File: src/rtl/trap_pkg.sv
package trap_pkg;
   typedef logic [1:0] tlvl_t;
   localparam tlvl_t LVL_NONE = 2'd0;
   localparam tlvl_t LVL_I    = 2'd1;
   localparam tlvl_t LVL_II   = 2'd2;
   localparam tlvl_t LVL_III  = 2'd3;
   localparam int N_A = 4;
   localparam int N_B = 4;
   localparam int N_RST = 3;
   localparam int FLAG_W = N_A + N_B;
   localparam int OFS_W = 16;
endpackage

File: src/rtl/trap_flag_reg.sv
module trap_flag_reg #(
   parameter int W = 8
) (
   input  logic         clk_i,
   input  logic         rst_ni,
   input  logic [W-1:0] set_i,
   input  logic [W-1:0] clr_i,
   output logic [W-1:0] q_o
);
   for (genvar i = 0; i < W; i++) begin : g_bit
      always_ff @(posedge clk_i or negedge rst_ni) begin
         if (!rst_ni)       q_o[i] <= 1'b0;
         else if (set_i[i]) q_o[i] <= 1'b1;
         else if (clr_i[i]) q_o[i] <= 1'b0;
      end
      p_flag_set_r5: assert property (@(posedge clk_i) disable iff (!rst_ni)
         set_i[i] |=> q_o[i]);
   end
endmodule

File: src/rtl/trap_select.sv
module trap_select
   import trap_pkg::*;
#(
   parameter int SWT_W = 7
) (
   input  logic             pend_rst_i,
   input  logic [N_A-1:0]   pend_a_i,
   input  logic [N_B-1:0]   pend_b_i,
   input  logic             pend_sw_i,
   input  logic [SWT_W-1:0] sw_num_i,
   input  tlvl_t            act_lvl_i,
   output logic             take_hw_o,
   output logic             take_rst_o,
   output logic             take_sw_o,
   output logic [SWT_W-1:0] sel_num_o,
   output tlvl_t            sel_lvl_o,
   output logic [N_A-1:0]   clr_a_o,
   output logic             clr_b_o
);
   localparam logic [SWT_W-1:0] NUM_RST = '0;
   localparam logic [SWT_W-1:0] NUM_B   = SWT_W'(10);

   always_comb begin
      take_hw_o  = 1'b0;
      take_rst_o = 1'b0;
      take_sw_o  = 1'b0;
      sel_num_o  = '0;
      sel_lvl_o  = LVL_NONE;
      clr_a_o    = '0;
      clr_b_o    = 1'b0;
      if (pend_rst_i) begin
         take_hw_o  = 1'b1;
         take_rst_o = 1'b1;
         sel_lvl_o  = LVL_III;
         sel_num_o  = NUM_RST;
      end else if (|pend_a_i && act_lvl_i < LVL_II) begin
         take_hw_o = 1'b1;
         sel_lvl_o = LVL_II;
         for (int i = N_A - 1; i >= 0; i--) begin
            if (pend_a_i[i]) begin
               clr_a_o    = '0;
               clr_a_o[i] = 1'b1;
               sel_num_o  = SWT_W'(2 * (i + 1));
            end
         end
      end else if (|pend_b_i && act_lvl_i < LVL_I) begin
         take_hw_o = 1'b1;
         sel_lvl_o = LVL_I;
         sel_num_o = NUM_B;
         clr_b_o   = 1'b1;
      end else if (pend_sw_i) begin
         take_sw_o = 1'b1;
         sel_num_o = sw_num_i;
      end
   end
endmodule

File: src/rtl/trap_level_stack.sv
module trap_level_stack
   import trap_pkg::*;
#(
   parameter int DEPTH = 3
) (
   input  logic  clk_i,
   input  logic  rst_ni,
   input  logic  push_i,
   input  logic  flush_i,
   input  logic  pop_i,
   input  tlvl_t new_i,
   output tlvl_t act_o
);
   tlvl_t stk [DEPTH];

   always_ff @(posedge clk_i or negedge rst_ni) begin
      if (!rst_ni)                act_o <= LVL_NONE;
      else if (flush_i || push_i) act_o <= new_i;
      else if (pop_i)             act_o <= stk[0];
   end

   for (genvar i = 0; i < DEPTH; i++) begin : g_ent
      tlvl_t from_below, from_above;
      if (i == 0) begin : g_top
         assign from_below = act_o;
      end else begin : g_mid
         assign from_below = stk[i-1];
      end
      if (i == DEPTH - 1) begin : g_last
         assign from_above = LVL_NONE;
      end else begin : g_inner
         assign from_above = stk[i+1];
      end
      always_ff @(posedge clk_i or negedge rst_ni) begin
         if (!rst_ni)      stk[i] <= LVL_NONE;
         else if (flush_i) stk[i] <= LVL_NONE;
         else if (push_i)  stk[i] <= from_below;
         else if (pop_i)   stk[i] <= from_above;
      end
   end

   p_push_level_r6: assert property (@(posedge clk_i) disable iff (!rst_ni)
      (push_i || flush_i) |=> act_o == $past(new_i));
endmodule

File: src/rtl/trap_prio_ctrl.sv
module trap_prio_ctrl
   import trap_pkg::*;
#(
   parameter int SEG_W   = 8,
   parameter int PRIO_W  = 4,
   parameter int SWT_W   = 7,
   parameter int NEST_D  = 3
) (
   input  logic                   clk_i,
   input  logic                   rst_ni,
   input  logic [N_RST-1:0]       rst_src_i,
   input  logic [N_A-1:0]         cls_a_i,
   input  logic [N_B-1:0]         cls_b_i,
   input  logic                   swt_req_i,
   input  logic [SWT_W-1:0]       swt_num_i,
   input  logic [PRIO_W-1:0]      cpu_prio_i,
   input  logic [SEG_W-1:0]       vec_seg_i,
   input  logic                   irq_pend_i,
   input  logic                   trap_ret_i,
   input  logic [FLAG_W-1:0]      flag_clr_i,
   output logic                   br_valid_o,
   output logic [SEG_W+OFS_W-1:0] br_addr_o,
   output logic [SWT_W-1:0]       br_num_o,
   output logic [1:0]             br_lvl_o,
   output logic [PRIO_W-1:0]      br_prio_o,
   output logic [1:0]             trap_lvl_o,
   output logic [FLAG_W-1:0]      flags_o,
   output logic                   irq_grant_o
);
   localparam int PAD_W = OFS_W - SWT_W - 2;

   if (NEST_D < 3) begin : g_chk_depth
      $error("NEST_D must cover three strictly rising trap levels");
   end
   if (PAD_W < 0) begin : g_chk_num
      $error("SWT_W too wide for a 16-bit vector offset");
   end
   if (SWT_W < 4) begin : g_chk_numw
      $error("SWT_W must hold the class B trap number");
   end

   logic             pend_rst, pend_sw;
   logic [N_A-1:0]   pend_a, clr_a;
   logic [N_B-1:0]   pend_b;
   logic [SWT_W-1:0] sw_num, sel_num;
   logic             take_hw, take_rst, take_sw, clr_b;
   tlvl_t            sel_lvl, act_lvl;
   logic [OFS_W-1:0] sel_ofs;

   always_ff @(posedge clk_i or negedge rst_ni) begin
      if (!rst_ni) begin
         pend_rst <= 1'b0;
         pend_a   <= '0;
         pend_b   <= '0;
         pend_sw  <= 1'b0;
         sw_num   <= '0;
      end else begin
         pend_rst <= |rst_src_i;
         pend_a   <= (take_rst ? '0 : (pend_a & ~clr_a)) | cls_a_i;
         pend_b   <= ((take_rst || clr_b) ? '0 : pend_b) | cls_b_i;
         pend_sw  <= swt_req_i | (pend_sw & ~take_sw & ~take_rst);
         if (swt_req_i) sw_num <= swt_num_i;
      end
   end

   trap_select #(.SWT_W(SWT_W)) u_sel (
      .pend_rst_i (pend_rst),
      .pend_a_i   (pend_a),
      .pend_b_i   (pend_b),
      .pend_sw_i  (pend_sw),
      .sw_num_i   (sw_num),
      .act_lvl_i  (act_lvl),
      .take_hw_o  (take_hw),
      .take_rst_o (take_rst),
      .take_sw_o  (take_sw),
      .sel_num_o  (sel_num),
      .sel_lvl_o  (sel_lvl),
      .clr_a_o    (clr_a),
      .clr_b_o    (clr_b)
   );

   trap_level_stack #(.DEPTH(NEST_D)) u_stk (
      .clk_i   (clk_i),
      .rst_ni  (rst_ni),
      .push_i  (take_hw & ~take_rst),
      .flush_i (take_rst),
      .pop_i   (trap_ret_i & ~take_hw),
      .new_i   (sel_lvl),
      .act_o   (act_lvl)
   );

   trap_flag_reg #(.W(FLAG_W)) u_flg (
      .clk_i  (clk_i),
      .rst_ni (rst_ni),
      .set_i  ({cls_b_i, cls_a_i}),
      .clr_i  (flag_clr_i),
      .q_o    (flags_o)
   );

   if (PAD_W > 0) begin : g_pad
      assign sel_ofs = {{PAD_W{1'b0}}, sel_num, 2'b00};
   end else begin : g_nopad
      assign sel_ofs = {sel_num, 2'b00};
   end

   always_ff @(posedge clk_i or negedge rst_ni) begin
      if (!rst_ni) begin
         br_valid_o <= 1'b0;
         br_addr_o  <= '0;
         br_num_o   <= '0;
         br_lvl_o   <= LVL_NONE;
         br_prio_o  <= '0;
      end else begin
         br_valid_o <= take_hw | take_sw;
         br_addr_o  <= {vec_seg_i, sel_ofs};
         br_num_o   <= sel_num;
         br_lvl_o   <= take_sw ? LVL_NONE : sel_lvl;
         br_prio_o  <= take_sw ? cpu_prio_i : {PRIO_W{1'b1}};
      end
   end

   assign trap_lvl_o  = act_lvl;
   assign irq_grant_o = irq_pend_i & (act_lvl == LVL_NONE);

   p_hw_num_legal_r4: assert property (@(posedge clk_i) disable iff (!rst_ni)
      (br_valid_o && br_lvl_o != LVL_NONE) |->
      (br_num_o == '0 || br_num_o == SWT_W'(2) || br_num_o == SWT_W'(4) ||
       br_num_o == SWT_W'(6) || br_num_o == SWT_W'(8) || br_num_o == SWT_W'(10)));

   p_rises_only_r6: assert property (@(posedge clk_i) disable iff (!rst_ni)
      (br_valid_o && br_lvl_o != LVL_NONE && br_lvl_o != LVL_III) |->
      (br_lvl_o > $past(trap_lvl_o)));

   p_swt_keeps_lvl_r8: assert property (@(posedge clk_i) disable iff (!rst_ni)
      (br_valid_o && br_lvl_o == LVL_NONE) |-> (trap_lvl_o == $past(trap_lvl_o)));

   p_hw_prio_max_r11: assert property (@(posedge clk_i) disable iff (!rst_ni)
      (br_valid_o && br_lvl_o != LVL_NONE) |-> (br_prio_o == {PRIO_W{1'b1}}));
endmodule

File: config.mk
export PLATFORM = sky130hd
export DESIGN_NAME = trap_prio_ctrl
export DESIGN_NICKNAME = d
export VERILOG_FILES = /design/src/rtl/trap_pkg.sv /design/src/rtl/trap_flag_reg.sv /design/src/rtl/trap_select.sv /design/src/rtl/trap_level_stack.sv /design/src/rtl/trap_prio_ctrl.sv
export SDC_FILE = /design/constraint.sdc
export NUM_CORES = 1
export LEC_CHECK = 0
export BUFFER_PORTS_ARGS = -buffer_cell sky130_fd_sc_hd__buf_2
export CORE_AREA = 2 2 69 71
export CTS_CLUSTER_DIAMETER = 100
export DETAILED_ROUTE_END_ITERATION = 12
export DIE_AREA = 0 0 71 73
export PLACE_DENSITY_LB_ADDON = 0.12
export SYNTH_ARGS = -nofsm -noshare
export SYNTH_HDL_FRONTEND = slang
export SYNTH_SLANG_ARGS = --single-unit
File: constraint.sdc
create_clock -name clk_i -period 3.25 [get_ports clk_i]
set_input_delay 0.65 -clock clk_i [delete_from_list [all_inputs] [get_ports clk_i]]
set_output_delay 0.65 -clock clk_i [all_outputs]
set_load 0.03 [all_outputs]
==> flow_results.org, run 1 <==
** Power
- Switching component of the power :: 321.6 uW
- Of the total power, the share spent switching nets is 0.2292.
- The analysis attributes to cell leakage a power of around 1.4 nW.
- Relative contribution of sequential cells to total power :: 0.525
- Dividing total power by cell area gives a power density of 531.1 nW/um^2.
- Power share of the clock group :: 0.364
- Int Pwr :: about 1.1 mW
- The share of total power dissipated in combinational logic is 0.111.
- Worst ir drop on vdd :: 0.3376 mV

** Route
- In this run, the number of DRC markers left after iteration 0 of detailed routing was 84.
- Once detail routing completed, the nets flagged for antenna violations numbered 0.
- Via density per instance :: 4.908
- In the final routed layout, each cell accounts on average for between 10 and 15 microns.
- TritonRoute pass-1 iters :: 4
- Total DRC errors in the routed layout :: 0
- Vias post-DR :: 1,487
- Total detailed-routing wirelength :: between 3 and 4 mm

** Logic synthesis
- Flop and latch count out of synthesis :: 55
- The share of synthesized area in the top cell type comes to 0.6425.
- For this run, the leading register cell type out of synthesis is dfrtp_1.
- For this run, the register share of the synthesized area comes to 0.6425.
- Warnings, synthesis :: 0
- Synthesized area :: 2142 sq um
- By count the netlist is led by dfrtp_1 (55), buf_4 (16), inv_1 (14), a21o_1 (12), nand2_1 (8).
- The synthesized design contains 0 enable-type register cells.
- After synthesis, the cell types taking the most area are dfrtp_1 (64%), buf_4 (5.6%), a21o_1 (4.2%).
- Cell taking the most area after synthesis :: dfrtp_1
- After synthesis, the share of flip-flops with an asynchronous set or reset is 1.000.
- The most common cell in the synthesized netlist is dfrtp_1.
- Cell variety after synth :: 34
- Post-synthesis cell count :: between 150 and 200
- In this run the mean area of a mapped cell was 12.53 sq um.

** Worst setup path
- Type of element capturing the critical path :: flip-flop
- STA classifies the critical path startpoint as a flip-flop.
- Data on the critical path is required at its endpoint by 3.42 ns.
- Data arrival at the endpoint of the critical path :: around 2.4 ns
- The setup path with the least slack is of type flip-flop to flip-flop.
- Highest fanout seen on the critical path :: 11

** Placed design
- In this run the tool buffered the top-level ports with 82 buffer cells.
- Detailed placer's ending HPWL :: 2.849 mm
- Routability-driven placement finished with a final weighted congestion of 0.7891.
- Worst setup slack after placement :: about 1.0 ns

** Timing
- Setup violations remaining at the end of the flow were counted as 0.
- Once routing completed, OpenROAD measured the worst setup slack at between 1 and 1.5 ns.
- Tmin final :: ~2.2 ns
- The final number of max-transition violations was 0.
- At the pin with the least slew margin, the transition time is ~0.97 ns.
- Setup TNS after final layout :: 0 ns
- For the final database, setup skew stands at 0.006076 ns.
- Setup repair after global routing missed its margin :: false
- Dividing the final minimum period by the clock period gives 0.6699.
- Relative slew slack :: 0.3530
- Based on the critical path, the design can be clocked at up to 459.3 MHz.
- Worst Hold Slack :: 0.4499 ns
- Number of hold violations in the final report :: 0

** Cells and area
- Area Growth Syn to Fin :: 23.36%
- Proportion of layout cells with a drive suffix above 1 :: 0.4177
- Number of nets in the layout :: 291
- Count of antenna diodes in the layout :: 0

** Floorplanning
- Cell row count :: 25
- The die covers 5183 sq um.
- Floorplan core area :: ~4500 sq um
- Height of the die :: 73 microns
- Starting density of the core :: 0.4723
- Width of the die :: 71 microns
- I/O pins :: 92

** CTS
- Buffers added to address setup during post-CTS repair amount to 0.
- Number of CTS-inserted buffers :: 5
- Post-CTS repair changed the size of 0 cells.
- Clock tree from TritonCTS :: yes
- CTS placed an instance of clkbuf_8 at the clock tree root.
- Longest Clk Path Bufs :: 2
- At the later pin of the worst-skew pair, clock insertion delay measures around 0.3 ns.
- Reg clk slew, reported paths :: 0.09 ns
- For this design, the sink count on the clock tree is 55.
- Buffers inserted to repair hold after CTS numbered 0.
- CTS built an H-tree with a depth of 2.

** Outcome
- Result of the run :: complete, no violations

** GRT
- Vias in the first global route :: 1,422
- Total routing usage reported by global routing :: 0.1594
- Pin count of the biggest net entering global routing :: 47
- Global routing finished with a remaining overflow of 0.
- First-pass GRT wire length :: 6.472 mm
- Antenna violations before repair :: 0

** Hold path
- Path type of the worst min-delay path :: primary input to flip-flop

** Run
- Max-cap violations in this run came to 0.
-- worst max-delay path: stages, from the launching register on --
cell       delay [ns]
dfrtp_1          0.43
or4_1            0.58
a221oi_2         0.62
nand2_1          0.24
a2bb2oi_1        0.18
-- registers in the layout, indices dropped and copies added (netlist names), 4 cells and up --
signal,flops
br_addr_o,9
br_num_o,6
br_prio_o,4
pend_a,4
pend_b,4
sw_num,7
u_flg.q_o,8
u_stk.g_ent.from_above,4
-- area by class of cell --
type / count / area (sq um)
Timing Repair Buffer: 83 / 417.9
Inverter: 14 / 52.55
Fill cell: 380 / 1893
Clock inverter: 2 / 60.06
Tap cell: 54 / 67.56
Multi-Input combinational cell: 89 / 595.6
Sequential cell: 55 / 1376
Clock buffer: 6 / 72.57
-- routing by layer --
| metal | vias to the layer above | share of wire | global-route usage |
|---|---|---|---|
| met5 | - | 0 | 0 |
| met4 | 0 | 0.012 | 0.05031 |
| met3 | 5 | 0.083 | 0.05110 |
| met2 | 69 | 0.47 | 0.2575 |
| met1 | 706 | 0.43 | 0.2066 |
| li1 | 707 | - | - |
-- power by group through the flow --
stage,logic [mW],registers [mW],clock network (mW)
after floorplan,0.0716,0.780,0
after global placement,0.157,0.750,0
after detailed placement,0.158,0.751,0
after CTS,0.159,0.737,0.528
after global routing,0.172,0.742,0.556
final,0.156,0.737,0.510
-- metrics by stage --
stage	total power, mW	utilization	cells	cell area [sq um]
final	1.403	0.5826	303	2643
after global routing	1.470	0.5826	303	2643
after floorplan	0.8519	-	179	2172
after detailed placement	0.9090	0.5534	295	2510
after CTS	1.424	0.5826	303	2643
after global placement	0.9070	0.5534	295	2510
-- cells by family (layout without fill, tap and decap cells) --
kind of cell,count (synthesis),count (layout),synth area share
muxes,9,9,0.04615
AOI/OAI and AO/OA,39,39,0.1355
other,1,9,0.001751
DFF,55,55,0.6425
and+or+nand+nor,32,32,0.08061
buffers and inverters,35,105,0.09346
-- layout by cell type, fill, tap and decap left out --
| master | instances |
|---|---|
| a21o_1 | 12 |
| a31o_2 | 3 |
| mux2i_1 | 2 |
| nor2_1 | 5 |
| a32o_1 | 1 |
| clkbuf_1 | 1 |
| nand2b_1 | 1 |
| buf_4 | 1 |
| inv_1 | 14 |
| nor3_1 | 3 |
| o31ai_1 | 1 |
| o21ai_1 | 5 |
| mux2_2 | 7 |
| nor4_1 | 1 |
| and2_1 | 1 |
| a221oi_2 | 1 |
| a21oi_1 | 2 |
| o21ai_0 | 3 |
| and3_1 | 4 |
| dfrtp_1 | 55 |
| a21oi_2 | 1 |
| a211oi_1 | 3 |
| o21bai_1 | 1 |
| nand2_1 | 8 |
| bufinv_16 | 2 |
| or2_1 | 4 |
| or4_4 | 1 |
| clkbuf_8 | 5 |
| or4_1 | 1 |
| conb_1 | 9 |
| a2bb2oi_1 | 4 |
| and2_4 | 1 |
| or3_1 | 2 |
| buf_2 | 82 |
| a22o_1 | 2 |
-- worst paths after layout --
| kind | from | endpoint | slack (ns) | depth (start not counted) |
|---|---|---|---|---|
| max reg2reg | pend_a[0] | u_stk.act_o[0] | 1.07 | 4 |
| max in group asynchronous | rst_ni | u_stk.act_o[0] | 2.04 | 2 |
| min | vec_seg_i[2] | br_addr_o[18] | 0.45 | 1 |
| min reg2reg | u_flg.q_o[3] | u_flg.q_o[3] | 0.48 | 1 |
| max | pend_a[0] | u_stk.act_o[0] | 1.07 | 4 |
| min in group asynchronous | rst_ni | sw_num[0] | 0.50 | 1 |
No activity file was read; power rests on OpenSTA's default activity.
==> run 2: changes to the inputs <==
--- a/config.mk
+++ b/config.mk
@@ -6,10 +6,10 @@
 export NUM_CORES = 1
 export LEC_CHECK = 0
 export BUFFER_PORTS_ARGS = -buffer_cell sky130_fd_sc_hd__buf_2
-export CORE_AREA = 2 2 69 71
+export CORE_AREA = 2 2 71 73
 export CTS_CLUSTER_DIAMETER = 100
 export DETAILED_ROUTE_END_ITERATION = 12
-export DIE_AREA = 0 0 71 73
+export DIE_AREA = 0 0 73 75
 export PLACE_DENSITY_LB_ADDON = 0.12
 export SYNTH_ARGS = -nofsm -noshare
 export SYNTH_HDL_FRONTEND = slang
==> constraint.sdc (replaced) <==
create_clock -name clk_i -period 2.2 [get_ports clk_i]
set_input_delay 0.44 -clock clk_i [delete_from_list [all_inputs] [get_ports clk_i]]
set_output_delay 0.44 -clock clk_i [all_outputs]
set_load 0.03 [all_outputs]
==> flow_results.org, run 2 (synthesized netlist as in run 1, its figures left out) <==
** Outcome
- Result of the run :: complete, no violations

** CTS
- The clock tree synthesis step divided the H-tree into 2 levels.
- TritonCTS created 5 clock buffers.
- Reg clk slew, reported paths :: 0.10 ns
- Num Clock Sinks :: 55
- The number of setup buffers added after CTS is 0.
- Resized cells post-CTS :: 0
- Longest Clk Path Bufs :: 2
- Clock tree from TritonCTS :: yes
- Clock insertion delay at the later pin of the skew report :: 0.30 ns
- The tree is rooted in a clkbuf_8.
- Hold buffer count at cts :: 0

** Hold path
- Path type of the worst min-delay path :: primary input to async pin

** GRT
- Pin count of the biggest net entering global routing :: 32
- The via count of the first global-routing pass is 1,361.
- Total gr overflow :: 0
- First-pass GRT wire length :: 6.134 mm
- The number of antenna violations at the first check in global routing is 0.
- Total routing usage reported by global routing :: 0.1466

** Timing
- Setup repair after global routing missed its margin :: false
- The worst path needs 2.010 ns of the cycle, external delays included.
- For the pin with the worst max-slew slack, the measured transition is 0.5562 ns.
- Of the available clock period, the critical path in the final layout requires 0.9138.
- Setup TNS after final layout :: 0 ns
- Between clock sinks in the finished design, the worst skew comes to 0.007710 ns.
- Number of hold violations in the final report :: 0
- For this run, the top clock speed supported by timing is around 500 MHz.
- Max-slew violation total from the final report :: 0
- Relative slew slack :: 0.6292
- Setup Viol. Count Final :: 0

** Placed design
- Routability-driven placement finished with a final weighted congestion of approximately 0.84.
- In this run the tool buffered the top-level ports with 82 buffer cells.
- Placed Instance Area :: 2537 sq um
- Once detailed placement completed, the half-perimeter wirelength came to 2.988 mm.

** Floorplanning
- I/O pins :: 92
- Height of the die :: 75 microns
- Die ar. :: 5475 sq um
- Measured along the x axis, the die boundary spans 73 microns.
- Cell row count :: 25
- Floorplan core area :: 4661 sq um
- Starting density of the core :: 0.4596

** Power
- Worst ir drop on vdd :: 0.4218 mV
- In this run the power density over the cells is 706.5 nW/um^2.
- Pleak :: around 1.4 nW

** Cells and area
- In the final layout, the registers with the most flip-flops are br_addr_o: 9 flops, u_flg.q_o: 8 flops, sw_num: 7 flops.
- Summing all non-filler instances in the final layout gives an area of around 2600 sq um.
- In the layout the commonest cells are buf_2 (82), dfrtp_1 (55), inv_1 (14).
- FF/Latch Area :: 1376 sq um
- Of the cells placed in the final design, the portion with a size suffix greater than 1 is 0.4223.
- Area occupied by multi-input gates :: roughly 600 sq um
- Commonest non-fill, non-tap cell in the layout :: buf_2
- Area Growth Syn to Fin :: 22.43%
- Number of nets in the layout :: 293
- Number of flip-flops under the largest register name :: 9
- More flip-flops sit in one register than any other, and that register is br_addr_o.
- Layout filler cell count :: 409
- Count of antenna diodes in the layout :: 0

** Worst setup path
- The critical path in this run is classified as flip-flop to flip-flop.
- Worst path bufs/invs :: 0
- Kind of cell adding the most delay to the critical path :: simple AND/OR/NAND/NOR gates
- For this design, the slowest cell found on the critical path is or4_1.
- Highest fanout seen on the critical path :: 6
- Slowest Stage Delay on Critical Path :: 0.57 ns
- At the worst endpoint, the required time is around 2.4 ns.
- The critical path goes through or4_1 -> a221oi_2 -> nand2_1 -> or2_1.
- Type of element capturing the critical path :: flip-flop
- The worst setup path is launched from a flip-flop.
- Data arrival at the endpoint of the critical path :: 2.20 ns

** Route
- Total DRC errors in the routed layout :: 0
- For this run, the detailed router's first-pass iteration total came to 4.
- In this run the remaining antenna-violating nets after routing total 0.
- Dividing the detail-routed wire length by the instance count gives 12.70 microns.
- Across all layers, the routed design uses 1,458 vias.
- Number of DRC markers in iteration 0 :: 66
- Total detailed-routing wirelength :: slightly below 4 mm
- Via density per instance :: 4.780

** Run
- Max-cap violations :: 0
[run 2: cell types whose count changed in the layout (fill, tap and decap cells not counted)]
cell / change
buf_12: +1
clkinvlp_4: +1
clkinv_2: +1
buf_4: +1
bufinv_16: -2
[run 2: cell type report]
| cell class | instances | area share |
|---|---|---|
| Clock buffer | 6 | 0.02767 |
| Clock inverter | 2 | 0.004771 |
| Inverter | 14 | 0.02004 |
| Multi-Input combinational cell | 89 | 0.2271 |
| Sequential cell | 55 | 0.5248 |
| Tap cell | 54 | 0.02576 |
| Timing Repair Buffer | 85 | 0.1698 |
[run 2: worst register-to-register path, cell delays in order, from the launching register on]
cell and delay (ns):
dfrtp_1 0.44, or4_1 0.57, a221oi_2 0.47, nand2_1 0.18, or2_1 0.24
[run 2: per-stage QoR]
step	std cells	hold WS, ns	setup slack, ns	power [mW]	utilization
6_report	305	0.1220	0.1897	1.853	0.5627
5_1_grt	305	0.1640	0.06623	1.938	0.5627
4_1_cts	305	0.1257	0.1817	1.878	0.5627
3_5_place_dp	297	0.4606	0.2024	1.349	0.5444
3_3_place_gp	297	0.4573	0.2434	1.346	0.5444
2_1_floorplan	179	0.1444	0.4596	1.258	-
[run 2: path summary, 6_finish.rpt]
| kind | start | to | slack (ns) | cells after the start |
|---|---|---|---|---|
| setup / recovery | pend_a[0] | br_prio_o[0] | 0.19 | 4 |
| hold / removal | rst_ni | br_num_o[0] | 0.12 | 1 |
| setup reg to reg | pend_a[0] | br_prio_o[0] | 0.19 | 4 |
| hold reg to reg | u_flg.q_o[3] | u_flg.q_o[3] | 0.49 | 1 |
| max in group asynchronous | rst_ni | u_stk.act_o[0] | 1.53 | 2 |
| min in group clk_i | vec_seg_i[3] | br_addr_o[19] | 0.24 | 1 |
[run 2: where the power goes]
group	leakage, nW	switching [mW]	internal [mW]
registers	0.637	0.0295	1.06
logic	0.691	0.148	0.0880
clock network	0.0412	0.305	0.223
[run 2: routing by layer]
metal	GRT usage	wire [microns]	up-vias
met2	0.2372	1816	60
met5	0	0	-
met4	0.04938	42	0
li1	-	-	714
met3	0.03347	211	4
met1	0.1967	1803	680
==> run 3: changes to the inputs <==
--- a/config.mk
+++ b/config.mk
@@ -5,12 +5,14 @@
 export SDC_FILE = /design/constraint.sdc
 export NUM_CORES = 1
 export LEC_CHECK = 0
+export ABC_AREA = 1
 export BUFFER_PORTS_ARGS = -buffer_cell sky130_fd_sc_hd__buf_2
-export CORE_AREA = 2 2 71 73
+export CORE_AREA = 2 2 72 74
 export CTS_CLUSTER_DIAMETER = 100
 export DETAILED_ROUTE_END_ITERATION = 12
-export DIE_AREA = 0 0 73 75
+export DIE_AREA = 0 0 74 76
 export PLACE_DENSITY_LB_ADDON = 0.12
+export SLEW_MARGIN = 20
 export SYNTH_ARGS = -nofsm -noshare
 export SYNTH_HDL_FRONTEND = slang
 export SYNTH_SLANG_ARGS = --single-unit
==> flow_results.org, run 3 <==
** Power
- Power density over cell area :: 689.3 nW/um^2
- The completed layout was analyzed and its total power is 1.894 mW.
- VDD sags by at most 0.2677 mV.
- Summed over all cells, the static leakage comes to 1.496 nW.

** Logic synthesis
- Avg Synthesized Cell Area :: between 10 and 15 sq um
- Of the total synthesized cell area, the portion taken by full adders, half adders and majority gates is 0.
- Among all cell types in the netlist, the one instantiated most often is dfrtp_1.
- Share of the synthesized area in the top cell type :: 0.6159
- In the synthesized netlist the dominant register cell turns out to be dfrtp_1.
- Counting flops with a built-in enable in the synthesized netlist gives 0.
- The synthesized netlist contains 29 unique library cells.
- Of the total synthesized cell area, the portion taken by XOR and XNOR cells is 0.
- Top cells by instance count after synthesis :: dfrtp_1 (55), nand2_1 (37), inv_1 (36), buf_4 (16), o21ai_0 (14)
- Measured against the total synthesized area, the mux share comes to 0.01512.
- Post-synthesis share of cell area spent on and, or, nand and nor gates :: 0.1909
- After synthesis, the share of flip-flops with an asynchronous set or reset is 1.000.
- The compound-cell area share of the yosys netlist is 0.05431.
- Counting flops and latches in the post-synthesis netlist gives 55.
- Yosys printed 0 warnings.
- Summed over all instances, the cell type with the most area after synthesis is dfrtp_1.
- In this run the cell area of the synthesized design comes to ~2200 sq um.
- Yosys attributes the largest share of cell area to dfrtp_1 (62%), nand2_1 (6.2%), inv_1 (6.0%).
- After synthesis, the largest family of logic cells by area is simple AND/OR/NAND/NOR gates.
- Sequential element share of the synthesized area :: 0.6159
- Synthesis handed over a netlist of 222 instances.

** Timing
- After routing, the total negative slack on setup checks comes to 0 ns.
- The worst path meets setup with just under 0.6 ns of slack.
- Setup repair after global routing left no endpoint under its margin.
- Highest clock frequency the design can meet :: approximately 620 MHz
- Worst Hold Slack :: 0.09432 ns
- Number of hold violations in the final report :: 0
- Clock skew :: 0.007835 ns
- Setup Viol. Count Final :: 0
- The worst path needs 1.621 ns of the cycle, external delays included.
- Tcrit/Tclk final :: 0.7369
- Max-slew violation total from the final report :: 0

** Worst setup path
- The critical path is of the flip-flop to output pin type.
- Walking the worst path, the cells encountered are nor3b_1 -> buf_2.
- Data arrival at the endpoint of the critical path :: 1.18 ns
- STA classifies the critical path endpoint as an output pin.
- The slowest stage of the critical path is the dfrtp_1 cell.
- Of all nets on the critical path, the largest fanout is 6.
- Data required time at the worst endpoint :: between 1.5 and 2 ns
- Critical path startpoint category :: flip-flop
- For this run, the slowest stage of the critical path takes 0.46 ns.
- Together, buffers and inverters on the worst path number 1.
- Kind of cell adding the most delay to the critical path :: flip-flops

** Placed design
- Routability-driven placement congestion ratio :: 0.7371
- IO buf count :: a little over 80
- Detailed placer's ending HPWL :: 2.962 mm
- Placed Instance Area :: 2649 sq um
- At the placement stage, the worst setup path has a slack of ~0.73 ns.

** Floorplanning
- The core region is 4912 sq um.
- Width of the die :: 74 microns
- The initialized floorplan defines 26 standard-cell rows.
- The initial utilization of the core area, before any placement, comes to 0.4549.
- The die is 76 microns tall.
- I/O pins :: 92
- Die ar. :: 5624 sq um

** CTS
- Hold buffer count at cts :: 0
- H-tree levels :: 2
- After clock tree synthesis, the clock-pin slew on the worst setup and hold paths is about 0.10 ns.
- The later pin in the worst-skew pair is clocked with a latency of around 0.3 ns.
- Number of CTS-inserted buffers :: 5
- TritonCTS built the clock tree.
- Number of setup buffers added after CTS :: 0
- Resized cells post-CTS :: 0
- The cell sitting at the root of the clock tree is a clkbuf_8.
- Num Clock Sinks :: 55
- Longest Clk Path Bufs :: 2

** GRT
- Total gr overflow :: 0
- Antenna violations before repair :: 0
- Across every metal layer, demand over resource in global routing totals 0.1533.
- The via count of the first global-routing pass was ~1,600.
- First-pass GRT wire length :: between 6 and 7 mm
- Entering global routing, the biggest net connects 56 pins.

** Route
- Vias post-DR :: 1,638
- Total detailed-routing wirelength :: 3.982 mm
- Number of DRC markers in iteration 0 :: 57
- TritonRoute pass-1 iters :: 4
- WL per Instance :: between 10 and 15 microns
- For this run, design rule violations remaining after detail routing come to 0.
- Detail Route Antenna Nets :: 0
- In the routed layout, each cell is associated on average with a via count of around 4.4.

** Cells and area
- Area Growth Syn to Fin :: 22.96%
- Count of antenna diodes in the layout :: 0
- Biggest register :: br_addr_o
- Commonest cells after routing, fill and taps aside :: buf_2 (82), dfrtp_1 (55), nand2_1 (37)
- Finished layout cell area :: between 2000 and 3000 sq um
- Layout filler cell count :: 467
- Number of nets in the layout :: roughly 340
- The register with the most flip-flops in the layout has 9 of them.
- The largest registers in the layout are br_addr_o: 9 flops, u_flg.q_o: 8 flops, sw_num: 7 flops.
- Leaving out fill and tap cells, the most frequent cell in the layout is buf_2.
- Proportion of layout cells with a drive suffix above 1 :: 0.3444

** Run
- Max-cap violations in this run came to 0.

** Hold path
- Path type of the worst min-delay path :: primary input to async pin

** Outcome
- Result of the run :: complete, no violations
## run 3: changes by cell type after synthesis, moves of 3 or more
cell | previous run | this run
o21ai_0 | 3 | 14
a31o_2 | 3 | 0
nand2_1 | 8 | 37
nand4_1 | 0 | 9
mux2_2 | 7 | 3
nand2_4 | 0 | 3
nand3_1 | 0 | 11
a2bb2oi_1 | 4 | 0
inv_1 | 14 | 36
nor2_1 | 5 | 11
and3_1 | 4 | 0
a211oi_1 | 3 | 0
a21o_1 | 12 | 0
o21ai_1 | 5 | 0
## run 3: cells by family (layout without fill, tap and decap cells)
| group | Yosys count | after routing |
|---|---|---|
| AOI/OAI and AO/OA | 22 | 22 |
| buffers and inverters | 56 | 128 |
| DFF | 55 | 55 |
| muxes | 3 | 3 |
| other | 1 | 9 |
| and+or+nand+nor | 85 | 85 |
## run 3: final cells by class
type | count | area (sq um) | share of cell area
Multi-Input combinational cell | 119 | 615.6 | 0.2240
Tap cell | 70 | 87.58 | 0.03188
Clock inverter | 2 | 16.27 | 0.005920
Inverter | 37 | 138.9 | 0.05055
Timing Repair Buffer | 83 | 430.4 | 0.1566
Clock buffer | 6 | 82.58 | 0.03005
Sequential cell | 55 | 1376 | 0.5009
## run 3: power breakdown
part | leakage [nW] | switching, mW | total [mW] | internal [mW]
clock network | 0.0474 | 0.314 | 0.571 | 0.257
registers | 0.638 | 0.0261 | 1.08 | 1.06
logic | 0.810 | 0.160 | 0.238 | 0.0778
## run 3: worst paths after layout
check | start | endpoint | slack (ns) | cells after the start
max | u_stk.act_o[1] | irq_grant_o | 0.58 | 2
min | rst_ni | br_addr_o[18] | 0.09 | 2
max reg2reg | pend_b[0] | br_prio_o[1] | 0.72 | 7
min reg2reg | pend_b[1] | pend_b[1] | 0.48 | 2
max in group asynchronous | rst_ni | br_num_o[5] | 1.84 | 2
min in group clk_i | vec_seg_i[2] | br_addr_o[18] | 0.23 | 1
## run 3: layer usage
layer	wire, microns	vias to the layer above	global-route usage
met4	36	0	0.03818
met3	217	5	0.04233
met5	0	-	0
met2	2002	48	0.2563
li1	-	826	-
met1	1726	759	0.1947
## run 3: worst register-to-register path: cells and delay by family, from the launching register on
family        cells  cell delay, ns
simple gates      7            0.97
flops             1            0.39
## run 3: per-stage QoR
step | std cells | util
finish | 372 | 0.5593
CTS | 372 | 0.5593
floorplan | 230 | -
global placement | 364 | 0.5392
global route | 372 | 0.5593
detailed placement | 364 | 0.5392
